### src/rtl/pcw_pkg.sv
package pcw_pkg;

    typedef enum logic [1:0] {
        SEQ_IDLE,
        SEQ_SCAN,
        SEQ_WAIT
    } seq_state_e;

endpackage

### src/rtl/pcw_store.sv
module pcw_store #(
    parameter int PAGE_BYTES  = 8,
    parameter int CACHE_PAGES = 8,
    parameter int ROW_W       = 10,
    localparam int BYTE_W     = $clog2(PAGE_BYTES),
    localparam int PIDX_W     = $clog2(CACHE_PAGES)
) (
    input  logic                    clk,
    input  logic                    rst_n,
    input  logic                    ld_valid_i,
    input  logic [ROW_W-1:0]        ld_row_i,
    input  logic [BYTE_W-1:0]       ld_byte_i,
    input  logic [7:0]              ld_data_i,
    input  logic                    busy_i,
    input  logic                    clr_i,
    input  logic [PIDX_W-1:0]       rd_page_i,
    output logic [ROW_W-1:0]        base_row_o,
    output logic [CACHE_PAGES-1:0]  valid_o,
    output logic [PAGE_BYTES*8-1:0] rd_data_o,
    output logic [PAGE_BYTES-1:0]   rd_mask_o
);

    localparam logic [ROW_W:0] WINDOW = (ROW_W+1)'(CACHE_PAGES);

    typedef struct packed {
        logic [CACHE_PAGES-1:0][PAGE_BYTES-1:0][7:0] data;
        logic [CACHE_PAGES-1:0][PAGE_BYTES-1:0]      bmask;
        logic [ROW_W-1:0]                            base;
    } store_t;

    store_t s_d, s_q;

    logic             any_valid;
    logic [ROW_W-1:0] eff_base;
    logic [ROW_W-1:0] offset;
    logic             accept;

    genvar gp;
    generate
        for (gp = 0; gp < CACHE_PAGES; gp++) begin : g_valid
            assign valid_o[gp] = |s_q.bmask[gp];
        end
    endgenerate

    assign any_valid = |valid_o;

    always_comb begin
        s_d      = s_q;
        eff_base = any_valid ? s_q.base : ld_row_i;
        offset   = ld_row_i - eff_base;
        accept   = ld_valid_i && !busy_i && ({1'b0, offset} < WINDOW);
        if (accept) begin
            s_d.base = eff_base;
            s_d.data[offset[PIDX_W-1:0]][ld_byte_i]  = ld_data_i;
            s_d.bmask[offset[PIDX_W-1:0]][ld_byte_i] = 1'b1;
        end
        if (clr_i) begin
            s_d.data  = '0;
            s_d.bmask = '0;
        end
    end

    always_ff @(posedge clk or negedge rst_n) begin
        if (!rst_n) begin
            s_q <= '0;
        end else begin
            s_q <= s_d;
        end
    end

    assign base_row_o = s_q.base;
    assign rd_data_o  = s_q.data[rd_page_i];
    assign rd_mask_o  = s_q.bmask[rd_page_i];

    AST_BUSY_FREEZES_CACHE: assert property (@(posedge clk) disable iff (!rst_n)
        (busy_i && !clr_i) |=> $stable(valid_o) && $stable(s_q.data));

    AST_FIRST_LOAD_SETS_BASE: assert property (@(posedge clk) disable iff (!rst_n)
        (!any_valid && ld_valid_i && !busy_i) |=> (base_row_o == $past(ld_row_i)));

    AST_CLEAR_EMPTIES: assert property (@(posedge clk) disable iff (!rst_n)
        clr_i |=> (valid_o == '0));

endmodule

### src/rtl/pcw_seq.sv
module pcw_seq
    import pcw_pkg::*;
#(
    parameter int PAGE_BYTES   = 8,
    parameter int CACHE_PAGES  = 8,
    parameter int ROW_W        = 10,
    parameter int WRITE_CYCLES = 20000,
    localparam int PIDX_W      = $clog2(CACHE_PAGES),
    localparam int IDX_W       = PIDX_W + 1,
    localparam int TMR_W       = (WRITE_CYCLES > 2) ? $clog2(WRITE_CYCLES) : 1
) (
    input  logic                    clk,
    input  logic                    rst_n,
    input  logic                    commit_i,
    input  logic [CACHE_PAGES-1:0]  valid_i,
    input  logic [ROW_W-1:0]        base_row_i,
    input  logic [PAGE_BYTES*8-1:0] rd_data_i,
    input  logic [PAGE_BYTES-1:0]   rd_mask_i,
    output logic [PIDX_W-1:0]       rd_page_o,
    output logic                    clr_o,
    output logic                    busy_o,
    output logic                    start_o,
    output logic [ROW_W-1:0]        row_o,
    output logic [PAGE_BYTES*8-1:0] data_o,
    output logic [PAGE_BYTES-1:0]   mask_o
);

    localparam logic [TMR_W-1:0] TMR_LOAD = TMR_W'(WRITE_CYCLES - 1);

    typedef struct packed {
        seq_state_e              state;
        logic [IDX_W-1:0]        idx;
        logic [TMR_W-1:0]        timer;
        logic                    start;
        logic [ROW_W-1:0]        row;
        logic [PAGE_BYTES*8-1:0] data;
        logic [PAGE_BYTES-1:0]   mask;
    } seq_t;

    seq_t s_d, s_q;

    logic [CACHE_PAGES-1:0] pending;
    logic                   found;
    logic [PIDX_W-1:0]      pick;

    always_comb begin
        pick  = '0;
        found = 1'b0;
        for (int i = 0; i < CACHE_PAGES; i++) begin
            pending[i] = valid_i[i] && (IDX_W'(i) >= s_q.idx);
        end
        for (int i = CACHE_PAGES - 1; i >= 0; i--) begin
            if (pending[i]) begin
                pick  = PIDX_W'(i);
                found = 1'b1;
            end
        end
    end

    assign rd_page_o = pick;

    always_comb begin
        s_d       = s_q;
        s_d.start = 1'b0;
        clr_o     = 1'b0;
        unique case (s_q.state)
            SEQ_IDLE: begin
                if (commit_i && (|valid_i)) begin
                    s_d.state = SEQ_SCAN;
                    s_d.idx   = '0;
                end
            end
            SEQ_SCAN: begin
                if (found) begin
                    s_d.state = SEQ_WAIT;
                    s_d.start = 1'b1;
                    s_d.row   = base_row_i + ROW_W'(pick);
                    s_d.data  = rd_data_i;
                    s_d.mask  = rd_mask_i;
                    s_d.timer = TMR_LOAD;
                    s_d.idx   = IDX_W'(pick) + IDX_W'(1);
                end else begin
                    clr_o     = 1'b1;
                    s_d.state = SEQ_IDLE;
                end
            end
            SEQ_WAIT: begin
                if (s_q.timer == '0) begin
                    s_d.state = SEQ_SCAN;
                end else begin
                    s_d.timer = s_q.timer - TMR_W'(1);
                end
            end
            default: s_d.state = SEQ_IDLE;
        endcase
    end

    always_ff @(posedge clk or negedge rst_n) begin
        if (!rst_n) begin
            s_q <= '{state: SEQ_IDLE, default: '0};
        end else begin
            s_q <= s_d;
        end
    end

    assign busy_o  = (s_q.state != SEQ_IDLE);
    assign start_o = s_q.start;
    assign row_o   = s_q.row;
    assign data_o  = s_q.data;
    assign mask_o  = s_q.mask;

    AST_START_ONE_CYCLE: assert property (@(posedge clk) disable iff (!rst_n)
        start_o |=> !start_o);

    AST_START_HAS_BYTES: assert property (@(posedge clk) disable iff (!rst_n)
        start_o |-> (mask_o != '0));

    AST_START_INSIDE_BUSY: assert property (@(posedge clk) disable iff (!rst_n)
        start_o |-> busy_o);

    AST_EMPTY_COMMIT_IGNORED: assert property (@(posedge clk) disable iff (!rst_n)
        (!busy_o && commit_i && (valid_i == '0)) |=> !busy_o);

    AST_COMMIT_RAISES_BUSY: assert property (@(posedge clk) disable iff (!rst_n)
        (!busy_o && commit_i && (valid_i != '0)) |=> busy_o);

endmodule

### src/rtl/pcw_cache_ctrl.sv
module pcw_cache_ctrl #(
    parameter int PAGE_BYTES   = 8,
    parameter int CACHE_PAGES  = 8,
    parameter int ARRAY_PAGES  = 1024,
    parameter int WRITE_CYCLES = 20000,
    localparam int ROW_W       = $clog2(ARRAY_PAGES),
    localparam int BYTE_W      = $clog2(PAGE_BYTES),
    localparam int ADDR_W      = ROW_W + BYTE_W,
    localparam int PIDX_W      = $clog2(CACHE_PAGES)
) (
    input  logic                    clk,
    input  logic                    rst_n,
    input  logic                    ld_valid,
    input  logic [ADDR_W-1:0]       ld_addr,
    input  logic [7:0]              ld_data,
    input  logic                    commit,
    output logic                    busy,
    output logic                    arr_start,
    output logic [ROW_W-1:0]        arr_row,
    output logic [PAGE_BYTES*8-1:0] arr_data,
    output logic [PAGE_BYTES-1:0]   arr_mask
);

    localparam logic [ROW_W:0] WINDOW = (ROW_W+1)'(CACHE_PAGES);

    logic [ROW_W-1:0]        base_row;
    logic [CACHE_PAGES-1:0]  page_valid;
    logic [PAGE_BYTES*8-1:0] rd_data;
    logic [PAGE_BYTES-1:0]   rd_mask;
    logic [PIDX_W-1:0]       rd_page;
    logic                    clr;
    logic [ROW_W-1:0]        row_dist;

    pcw_store #(
        .PAGE_BYTES  (PAGE_BYTES),
        .CACHE_PAGES (CACHE_PAGES),
        .ROW_W       (ROW_W)
    ) i_store (
        .clk        (clk),
        .rst_n      (rst_n),
        .ld_valid_i (ld_valid),
        .ld_row_i   (ld_addr[ADDR_W-1:BYTE_W]),
        .ld_byte_i  (ld_addr[BYTE_W-1:0]),
        .ld_data_i  (ld_data),
        .busy_i     (busy),
        .clr_i      (clr),
        .rd_page_i  (rd_page),
        .base_row_o (base_row),
        .valid_o    (page_valid),
        .rd_data_o  (rd_data),
        .rd_mask_o  (rd_mask)
    );

    pcw_seq #(
        .PAGE_BYTES   (PAGE_BYTES),
        .CACHE_PAGES  (CACHE_PAGES),
        .ROW_W        (ROW_W),
        .WRITE_CYCLES (WRITE_CYCLES)
    ) i_seq (
        .clk        (clk),
        .rst_n      (rst_n),
        .commit_i   (commit),
        .valid_i    (page_valid),
        .base_row_i (base_row),
        .rd_data_i  (rd_data),
        .rd_mask_i  (rd_mask),
        .rd_page_o  (rd_page),
        .clr_o      (clr),
        .busy_o     (busy),
        .start_o    (arr_start),
        .row_o      (arr_row),
        .data_o     (arr_data),
        .mask_o     (arr_mask)
    );

    assign row_dist = arr_row - base_row;

    AST_ROW_IN_WINDOW: assert property (@(posedge clk) disable iff (!rst_n)
        arr_start |-> ({1'b0, row_dist} < WINDOW));

    AST_DONE_LEAVES_EMPTY: assert property (@(posedge clk) disable iff (!rst_n)
        $fell(busy) |-> (page_valid == '0));

endmodule

### config.mk
export PLATFORM = sky130hd
export DESIGN_NAME = pcw_cache_ctrl
export DESIGN_NICKNAME = d
export VERILOG_FILES = /design/src/rtl/pcw_pkg.sv /design/src/rtl/pcw_store.sv /design/src/rtl/pcw_seq.sv /design/src/rtl/pcw_cache_ctrl.sv
export SDC_FILE = /design/constraint.sdc
export NUM_CORES = 1
export LEC_CHECK = 0
export ABC_AREA = 1
export BUFFER_PORTS_ARGS = -buffer_cell sky130_fd_sc_hd__buf_2
export CORE_ASPECT_RATIO = 1.4
export CORE_MARGIN = 5
export CORE_UTILIZATION = 60
export CTS_CLUSTER_DIAMETER = 150
export DETAILED_ROUTE_END_ITERATION = 7
export MAX_ROUTING_LAYER = met4
export PLACE_DENSITY = 0.78
export SLEW_MARGIN = 10
export SYNTH_ARGS = -nofsm -noshare
export SYNTH_HDL_FRONTEND = slang
export SYNTH_HIERARCHICAL = 1
export SYNTH_SLANG_ARGS = --single-unit
export TNS_END_PERCENT = 30
### constraint.sdc
create_clock -name clk -period 4 [get_ports clk]
set_clock_uncertainty 0.05 [all_clocks]
set_input_delay 0.4 -clock clk [delete_from_list [all_inputs] [get_ports clk]]
set_output_delay 0.4 -clock clk [all_outputs]
set_load 0.03 [all_outputs]
## Word level (Yosys, flattened, before mapping)

Index checks and enable logic that the tools add are counted.

- Register bits after elaboration: 690
- Input port bits: 25
- Output and inout port bits: 84
- Logic and storage cells: 181

- Add/sub/neg operators: 4
- Magnitude comparators: 14
- Eq/ne operators: 6
- Mux-type cells: 43
- Bitwise logic cells: 1
- Reduce and logical (&&, ||, !) cells: 33

Operators by type and width:

| kind | number |
|---|---|
| $mux 586 | 1 |
| $mux 576 | 1 |
| $bwmux 512 | 1 |
| $bmux 64 s3 | 1 |
| $demux 64 s3 | 1 |
| $mux 64 | 2 |
| $mux 102 | 1 |
| $mux 83 | 1 |
| $or 64x64->64 | 1 |
| $reduce_or 64->1 | 1 |
| $reduce_or 8->1 | 8 |
| $demux 8 s3 | 2 |
| $pmux 15 s2 | 1 |
| $bmux 8 s3 | 1 |
| $mux 3 | 8 |
| $mux 8 | 3 |
| $ge 3x4->1 const A | 4 |
| $logic_not 15->1 | 1 |
| $mux 15 | 1 |
| $sub 15x1->15 const B | 1 |
| $logic_and 1x1->1 | 13 |
| $lt 3x4->1 const B | 3 |
| $mux 1 | 11 |
| $add 10x3->10 | 1 |
| other kinds (21) | 32 |

## Logic depth before layout (Yosys ltp)

Gate-level depths: netlist of the first run.

- Depth in word-level cells: 14
- Gate-level depth with buffers: 27
- Mapped depth without buffers: 25

## Modules after synthesis

The synthesis of the first run kept the hierarchy.

Modules (own cells, without submodules):

| module | instances | cells each | area an instance (um^2) | sequential area each (um^2) |
|---|---|---|---|---|
| pcw_store | 1 | 3885 | 29310.6 | 14664.1 |
| pcw_seq | 1 | 653 | 5311.3 | 2602.5 |

## Least setup slack after synthesis of the first run

OpenSTA, ideal clock, no wires.

- Kind: register to register
- Start point: reg i_store/s_q[70] (netlist name)
- End point: reg i_store/s_q[402] (netlist name)
- Setup time: 119 ps
- Arrival time: 3521 ps
- Data required time: 3831 ps
- Path slack: 309 ps
- Stages on the path, launching flop included: 25
- Buffers on the path: 3
- Period minus slack after synthesis: 3691 ps
- Path through: dfrtp_1 -> nor2_1 -> nand2_1 -> nor2_1 -> nand2_1 -> nor2_1 -> nand2_2 -> buf_1 -> o21ai_0 -> ha_1 -> inv_1 -> fa_1 -> a21oi_1 -> nand3b_1 -> nand2_1 -> nand2_1 -> nand3_1 -> nor2_1 -> nand3_1 -> nor2_4 -> buf_6 -> buf_8 -> nand3_2 -> nand3_1 -> nand2_1

- Elaborated cells on any way between the ends: 26
- Those cells by class: 1 x add/sub; 3 x order compare; 16 x mux; 6 x reduce/logical

RTL lines:

| item | line | source |
|---|---|---|
| start, declared | pcw_store.sv:31 | `store_t s_d, s_q;` |
| start signal, assigned | pcw_store.sv:65 | `s_q <= '0;` |
| start signal, assigned | pcw_store.sv:67 | `s_q <= s_d;` |
| $reduce_or 64->1 (*) | pcw_store.sv:45 | `assign any_valid = \|valid_o;` |
| $mux 10 (*) | pcw_store.sv:49 | `eff_base = any_valid ? s_q.base : ld_row_i;` |
| named net i_store.eff_base[0] | pcw_store.sv:34 | `logic [ROW_W-1:0] eff_base;` |
| $sub 10x10->10 (*) | pcw_store.sv:50 | `offset = ld_row_i - eff_base;` |
| $lt 3x4->1 (not written as such) / $ge 3x1->1 (equally long branches) | pcw_store.sv:54 | `s_d.data[offset[PIDX_W-1:0]][ld_byte_i] = ld_data_i;` |
| $logic_and 1x1->1 (not written as such) | pcw_store.sv:54 |  |
| $mux 64 (not written as such) | pcw_store.sv:54 |  |
| $demux 64 s3 | -- |  |
| $bwmux 512 | pcw_store.sv:54 |  |
| $mux 586 | pcw_store.sv:52 | `if (accept) begin` |
| $mux 576 | pcw_store.sv:57 | `if (clr_i) begin` |

Mark *: on every way through the listed nets, which the timed path passes. The rest lies on a longest branch. The select of a mux whose other input is x is not followed.
A chain may end at the register's enable or synchronous reset.

## Worst setup path in the final report of the first run

- Start point: reg i_store/s_q[18] (netlist name)
- End point: reg i_store/s_q[341] (netlist name)

- Longest elaborated chain between the ends: 10
- Elaborated cells on any way between the ends: 20
- Those cells by class: 1 x add/sub; 3 x order compare; 10 x mux; 6 x reduce/logical

Ends and longest elaborated chain:

| item | line |
|---|---|
| $reduce_or 64->1 | pcw_store.sv:45 |
| $mux 10 | pcw_store.sv:49 |
| $sub 10x10->10 | pcw_store.sv:50 |
| $lt 3x4->1 (not written as such) / $ge 3x1->1 (equally long branches) | pcw_store.sv:54 |
| $logic_and 1x1->1 (not written as such) | pcw_store.sv:54 |
| $mux 64 (not written as such) | pcw_store.sv:54 |
| $demux 64 s3 | -- |
| $bwmux 512 | pcw_store.sv:54 |
| $mux 586 | pcw_store.sv:52 |
| $mux 576 | pcw_store.sv:57 |

Parallel ways exist; a longest one is shown, timed or not. The select of a mux whose other input is x is not followed.

==> out/metrics.yaml, run 1 <==
status:
  outcome: "completed"
final_layout:
  fin_cells: 5316
  drive_gt1_share_pct: 13.2
  fin_util_pct: 68.1
  syn2layout_area_growth_pct: 13.0
  fin_nets: 4556
  design_area_um2: 39100
synthesis:
  synth-main-ff-cell: "dfrtp_1"
  ys_types: 52
  syn_area_um2: 34600
  synthMuxAreaShare_pct: 0.202
  syn_nets: 4576
  synth_edf_count: 0
  synth_xor_area_share_pct: 0.177
  synth-seq-cells: 690
  synth_adder_area_share_pct: 0.491
  synth-simple-area-share_pct: 32.7
  ys.warnings.count: 6
  syn_avg_cell_area_um2: 7.63
  async_reset_ff_share_pct: 100
  netlist_instances: 4538
  synth_compound_area_share_pct: 9.52
  ys_seq_area_share_pct: 49.9
  synth_top_family_by_area: "simple AND/OR/NAND/NOR gates"
worst_setup_path:
  r2r_slack_ns: 0.02
  worst-setup-path-type: "reg -> reg"
  start_kind: "register"
  reg2reg_depth: 25
  crit_fanout: 7
  rr_endpoint: "i_store/s_q[341]$_DFFE_PN0P_"
  arrival_ns: 4.48
  r2r-start: "i_store/s_q[18]$_DFFE_PN0P_"
  worst-endpoint-required_ns: 4.51
  worstSetupEndpointType: "register"
placed_design:
  post-place-ws_ns: -0.344
  placed_area_um2: 35900
  port_buffers: 108
  placedCellCount: 5172
  place.gp.congestion: 0.955
  dpl.hpwl_um: 70900
routing:
  vias: 32600
  first_pass_iters: 6
  drt_iter0_markers: 4073
  totalWireLength_um: 112000
  ant_nets: 0
  drc_errors: 0
  wl_met3_um: 10600
  highest_layer: "met4"
  wl_met2_um: 52800
  via_per_inst: 6.13
  wl_per_cell_um: 21.1
  drt-met1-wl_um: 42200
grt:
  grt_pass1_vias: 31300
  grt_max_degree: 163
  antenna_found_initial: 1
  grt_pass1_wl_um: 175000
  grt_use_total_pct: 36.2
  grt-ovfl-total: 0
die:
  rows: 104
  ios: 109
  core_area_um2: 57400
  die_x_um: 213
  fp.dieH_um: 294
  start_util_pct: 60.3
  die_area_um2: 62700
pwr:
  p_total_mw: 24.5
  irDropWorstVdd_uv: 768
  cellPowerDensity_nw_per_um2: 626
  p_leak_nw: 20.6
  combinationalPowerShare_pct: 41.7
  p_sw_mw: 10.1
  p_int_mw: 14.4
  p_clk_share_pct: 28.5
  power_frac_seq_pct: 29.8
  swShare_pct: 41.1
timing:
  slew_viol_final: 0
  max_freq_ghz: 0.252
  timing.final.ws_setup_ns: 0.0243
  hold_viol: 0
  slew_headroom_pct: 19.1
  setup_violations: 0
  tightest_slew_ns: 1.21
  rsz0062_at_grt: "yes"
  fin_crit_ns: 3.98
  post-route-period-util_pct: 99.4
cts:
  cts.clk_slew.worst_paths_ns: 0.06
  numClockSinks: 690
  cts_tree: "yes"
  clock_latency_ns: 0.62
  numCtsBuffers: 68
  clk_path_buf_depth: 3
  cts_max_level: 3
  clockRootBuffer: "clkbuf_16"
min_path:
  hold_path.startpoint: "ld_data[4]"
  min_to: "i_store/s_q[134]$_DFFE_PN0P_"
  min_path_cells: 3
  hold_path_class: "in -> reg"
flow_run:
  cap_violations: 0
==> cells by family (layout without fill, tap and decap cells) <==
logic type,Yosys count,after routing
mux,7,7
xor+xnor,7,7
flops,690,690
fa+ha+maj,13,13
compound gates,610,610
simple gates,2680,2680
buf+inv,531,566
other cells,0,1
==> cell usage in the layout (no fill, tap or decap), types with 7 or more instances in the layout <==
cell type / instances
inv_2: 12
ha_1: 9
dfrtp_1: 690
nand3_2: 9
a31oi_1: 72
buf_12: 38
bufinv_16: 11
nand2_2: 62
nor2_1: 581
nand4_1: 21
clkinv_2: 15
buf_2: 107
nand3_1: 624
buf_4: 121
nand2_1: 1253
nor2_2: 45
a221oi_1: 8
clkbuf_8: 7
a21oi_1: 93
clkbuf_1: 15
o22ai_1: 65
clkbuf_16: 73
nand2_4: 18
inv_1: 143
o21ai_0: 354
nor3_1: 11
nor2_4: 37
==> metrics by stage <==
step,setup TNS [ns],hold WS [ns]
floorplan,0,0.0544
finish,0,0.0645
global placement,-16.86,0.407
detailed placement,-64.05,0.410
CTS,-0.0523,0.0368
global route,-25.45,0.0614
==> critical path: stages, from the launching register on <==
cell and delay, ns:
dfrtp_1 0.40, nor2_2 0.15, nand3_1 0.11, nor2_2 0.14, nand2_1 0.07, nor2_1 0.13, nand2_2 0.11, buf_12 0.16
buf_4 0.14, mux2i_2 0.15, ha_1 0.35, nand4_1 0.12, nand2_2 0.08, inv_2 0.07, nand2_2 0.07, nand2_2 0.07
nand3_2 0.10, nor2_4 0.13, nand3_2 0.10, nor2_4 0.24, buf_6 0.16, nand2_1 0.12, buf_4 0.21, nor2_2 0.27
nand2_1 0.11, nand2_1 0.10
==> per-layer routing <==
metal | GRT usage, % | up-vias
met3 | 5.94 | 393
met5 | - | -
met1 | 46.3 | 15600
li1 | - | 14700
met4 | 18.4 | 0
met2 | 56.0 | 1852
==> worst max path at each step <==
stage,from,to,slack (ns),cells past startpoint
floorplan,i_store/s_q[70]$_DFFE_PN0P_,i_store/s_q[402]$_DFFE_PN0P_,0.31,24
global placement,i_store/s_q[28]$_DFFE_PN0P_,i_store/s_q[90]$_DFFE_PN0P_,-0.23,25
detailed placement,i_store/s_q[28]$_DFFE_PN0P_,i_store/s_q[94]$_DFFE_PN0P_,-0.34,24
CTS,i_store/s_q[28]$_DFFE_PN0P_,i_store/s_q[166]$_DFFE_PN0P_,-0.02,24
global route,i_store/s_q[38]$_DFFE_PN0P_,i_store/s_q[445]$_DFFE_PN0P_,-0.15,23
finish,i_store/s_q[18]$_DFFE_PN0P_,i_store/s_q[341]$_DFFE_PN0P_,0.02,25
==> cell usage after synthesis, types with 3 or more instances <==
library cell / count / area, µm²
o22ai_1: 65 / 407
nand3b_1: 3 / 22.5
buf_1: 59 / 221
o21ai_0: 356 / 1780
nand3_2: 5 / 50.1
inv_2: 10 / 37.5
a221oi_1: 9 / 78.8
a21oi_1: 96 / 480
nor2_1: 646 / 2420
nor4_1: 3 / 18.8
nand4_1: 21 / 131
xor2_1: 4 / 35.0
buf_2: 15 / 75.1
nand2_2: 68 / 425
a31oi_1: 72 / 450
nor2_4: 8 / 90.1
inv_1: 150 / 563
mux2i_1: 7 / 70.1
nand2_1: 1264 / 4740
nor2_2: 9 / 56.3
clkinv_1: 4 / 15.0
dfrtp_1: 690 / 17300
xnor2_1: 3 / 26.3
buf_6: 7 / 78.8
buf_4: 97 / 728
nand3_1: 628 / 3140
clkbuf_1: 188 / 706
ha_1: 12 / 150
nor3_1: 12 / 60.1
==> power groups by stage <==
stage | combinational [mW] | clock (mW) | sequential, mW
detailed placement | 9.22 | 0 | 7.42
floorplan | 5.78 | 0 | 7.38
global route | 10.8 | 7.32 | 7.32
CTS | 9.29 | 7.03 | 7.30
global placement | 9.20 | 0 | 7.42
finish | 10.2 | 6.98 | 7.31
==> registers in the layout, summed over array words and instances, names as in the netlist <==
| signal | count |
|---|---|
| i_seq/data_o | 64 |
| i_store/s_q | 576 |
| i_store/base_row_o | 10 |
| i_seq/s_q | 21 |
| i_seq/row_o | 10 |
| i_seq/start_o | 1 |
| i_seq/mask_o | 8 |
==> cell type report <==
class	instances	area [µm²]
well taps	742	928
diodes	1	2.50
inverters	164	637
flip-flops and latches	690	17300
multi-input cells	3317	15500
clock buffers	93	1930
clock inverters	32	474
repair buffers	277	2370
fillers	4694	18300
==> what timing repair did <==
action	in CTS	in global routing
gates cloned	0	2
gates resized for setup	44	119
setup buffers	0	15
pin swaps	0	27
setup endpoints to repair	548	575
hold buffers	1	0
endpoints found under the hold margin	90	0
Power figures use the tool's default switching activity.
==> run 2, diff against run 1 <==
ABC_AREA = default   (was 1)
GPL_ROUTABILITY_DRIVEN = 0   (was default)
==> out/metrics.yaml, run 2 <==
final_layout:
  layout_common_cells: "dfrtp_1 (689), nor2_1 (651), mux2i_1 (498), nand2_1 (339), buf_4 (221)"
  syn2layout_area_growth_pct: 15.5
  largest_register_ffs: 576  # unchanged
  fin_nets: 3278  # -28%
  drive_gt1_share_pct: 26.7  # +13 points
  top_register: "i_store/s_q"
  final_common_cell: "dfrtp_1"
  fillers: 3757  # -20%
cts:
  clk_path_buf_depth: 3  # unchanged
  numClockSinks: 690  # unchanged
  cts.clk_slew.worst_paths_ns: 0.06  # about the same
  clock_latency_ns: 0.62  # about the same
  cts_max_level: 3  # unchanged
  numCtsBuffers: 67  # -1.5%
  cts_tree: "yes"
  clockRootBuffer: "clkbuf_16"
worst_setup_path:
  worstSetupEndpointType: "register"
  worst-endpoint-required_ns: 4.39  # -0.12 ns
  arrival_ns: 5.11  # +0.63 ns
  start_kind: "register"
  worst-setup-path-type: "reg -> reg"
  crit_fanout: 15  # +8
placed_design:
  dpl.hpwl_um: 56800  # -20%
  port_buffers: 108  # unchanged
synthesis:
  synthMuxAreaShare_pct: 26.1  # +26 points
  ys_types: 71  # +37%
  synth_compound_area_share_pct: 2.25  # -7.3 points
  netlist_top_cells_count: "dfrtp_1 (690), nor2_1 (652), mux2i_1 (505)"
  syn_area_um2: 35000  # +1.0%
  ys.warnings.count: 6  # unchanged
  async_reset_ff_share_pct: 100  # unchanged
  synth_adder_area_share_pct: 0.487  # -0.0049 points
  synth_top_area_share_pct: 49.4  # -0.50 points
  synth_top_family_by_area: "multiplexers"
  synth.largest_area_cell: "dfrtp_1"
  syn_nets: 3140  # -31%
  synth_area_leaders: "dfrtp_1 (49%), mux2i_1 (14%), mux4_2 (9.3%), nor2_1 (7.0%), nand2_1 (3.6%)"
  syn_avg_cell_area_um2: 11.3  # +48%
  synth-main-ff-cell: "dfrtp_1"
  ys_seq_area_share_pct: 49.4  # -0.50 points
  yosysMostFrequentCell: "dfrtp_1"
  synth-seq-cells: 690  # unchanged
  synth-simple-area-share_pct: 15.0  # -18 points
  netlist_instances: 3102  # -32%
  synth_xor_area_share_pct: 0.476  # +0.30 points
  synth_edf_count: 0  # unchanged
routing:
  via_per_inst: 6.25  # +2.0%
  drt_iter0_markers: 2649  # -35%
  wl_per_cell_um: 23.7  # +12%
  vias: 25200  # -23%
  totalWireLength_um: 95300  # -15%
  ant_nets: 0  # unchanged
  drc_errors: 0  # unchanged
  first_pass_iters: 5  # -1
die:
  start_util_pct: 60.7  # +0.34 points
  die_x_um: 214  # +0.48%
  ios: 109  # unchanged
  fp.dieH_um: 296  # +0.49%
  rows: 104  # unchanged
  die_area_um2: 63300  # +0.97%
  core_area_um2: 57600  # +0.45%
pwr:
  cellPowerDensity_nw_per_um2: 382  # -39%
  p_leak_nw: 19.2  # -7.0%
  irDropWorstVdd_uv: 319  # -58%
timing:
  hold_ws_ns: 0.115  # +0.0506 ns
  max_freq_ghz: 0.212  # -16%
  setup_tns_ns: -339.42  # -339.42 ns
  hold_viol: 0  # unchanged
  slew_viol_final: 0  # unchanged
  slew_headroom_pct: 24.7  # +5.6 points
  setup_violations: 586  # +586
  tightest_slew_ns: 1.13  # -0.0838 ns
  rsz0062_at_grt: "yes"
  fin_crit_ns: 4.72  # +0.743 ns
  post-route-period-util_pct: 118  # +19 points
  timing.final.ws_setup_ns: -0.719  # -0.743 ns
status:
  outcome: "finished with violations"
  violations: "setup timing"
grt:
  grt_max_degree: 217  # +33%
  grt_pass1_vias: 26300  # -16%
  grt-ovfl-total: 0  # unchanged
  antenna_found_initial: 1  # unchanged
  grt_pass1_wl_um: 146000  # -17%
  grt_use_total_pct: 29.7  # -6.5 points
flow_run:
  cap_violations: 0  # unchanged
min_path:
  hold_path_class: "in -> reg"
## run 2: cell types whose count changed in the layout (fill, tap and decap cells not counted), moves of 65 or more
cell,before,now
inv_1,143,17
mux4_2,0,144
a21oi_1,93,21
mux2i_1,2,498
mux2_2,0,74
nand3_1,624,12
nor2_1,581,651
buf_4,121,221
a31oi_1,72,3
nand2_1,1253,339
o22ai_1,65,0
o21ai_0,354,14
## run 2: stage by stage
step	utilization, %	instances	area, µm²	power (mW)	setup WS [ns]
final	70.1	4031	40400	15.4	-0.719
after global routing	70.1	4029	40400	15.9	-0.926
after CTS	69.0	3999	39800	15.3	-0.553
after detailed placement	63.9	3857	36900	8.67	-0.768
after global placement	63.9	3857	36900	8.61	-0.675
after floorplan	-	3102	35000	8.03	-0.253
## run 2: what timing repair did
| item | in CTS | in global routing |
|---|---|---|
| hold buffers | 2 | 0 |
| pin swaps | 14 | 22 |
| endpoints found under the setup margin | 586 | 596 |
| gates resized for setup | 89 | 77 |
| cloned | 8 | 12 |
| endpoints found under the hold margin | 100 | 0 |
| setup buffers | 17 | 17 |
## run 2: cell families (layout without fill, tap and decap cells)
group / Yosys count / count (layout)
xor+xnor: 19 / 19
buf+inv: 386 / 570
other cells: 0 / 3
simple gates: 1159 / 1159
compound gates: 111 / 111
fa+ha+maj: 13 / 13
flops: 690 / 690
mux: 724 / 724
## run 2: power by group
group / internal (mW) / total, mW / leakage [nW] / switching, mW
Combinational: 0.582 / 1.81 / 8.48 / 1.23
Clock: 3.77 / 6.51 / 1.10 / 2.74
Sequential: 7.02 / 7.09 / 9.62 / 0.0746
Total: 11.4 / 15.4 / 19.2 / 4.04
## run 2: worst paths after layout
kind                                                endpoint                    startpoint  depth (start not counted)  slack [ns]
max                             i_store/s_q[264]$_DFFE_PN0P_   i_store/s_q[10]$_DFFE_PN0P_                         17       -0.72
min                        i_store/base_row_o[5]$_DFFE_PN0N_                    ld_addr[8]                          3        0.12
max reg2reg                     i_store/s_q[264]$_DFFE_PN0P_   i_store/s_q[10]$_DFFE_PN0P_                         17       -0.72
min reg2reg                     i_seq/data_o[46]$_DFFE_PN0P_  i_seq/data_o[46]$_DFFE_PN0P_                          2        0.42
max in group asynchronous        i_store/s_q[74]$_DFFE_PN0P_                         rst_n                          3        2.30
min in group asynchronous       i_store/s_q[390]$_DFFE_PN0P_                         rst_n                          2        0.40
## run 2: layout make-up
cell class              instances  area (µm²)  share of cell area, %
inverters                      20        83.8                  0.208
well taps                     742         928                   2.30
clock buffers                  89        1880                   4.66
flip-flops and latches        690       17300                   42.7
repair buffers                435        3750                   9.29
multi-input cells            2026       16100                   39.9
diodes                          3        7.51                 0.0186
clock inverters                26         342                  0.846
## run 2: critical path: stages, from the launching register on
cell and delay (ns):
dfrtp_1 0.42, nor4_2 0.37, nand4_1 0.23, nor4_4 0.34, buf_6 0.18, mux2i_4 0.23
ha_1 0.24, nor2b_1 0.13, o21a_1 0.19, or2_4 0.25, a21oi_2 0.14, o211ai_1 0.12
a221o_4 0.53, clkbuf_16 0.25, nor4_4 0.36, buf_6 0.19, mux2i_1 0.23, nor2_1 0.08
## run 2: layer usage
metal | routed length (µm) | share of wire [%] | vias to the layer above | global-route usage [%]
li1 | - | - | 10800 | -
met5 | 0 | 0 | - | -
met4 | 4440 | 4.7 | 0 | 13.6
met3 | 6900 | 7.2 | 312 | 4.64
met1 | 35900 | 38 | 12900 | 36.5
met2 | 48100 | 50 | 1161 | 49.3
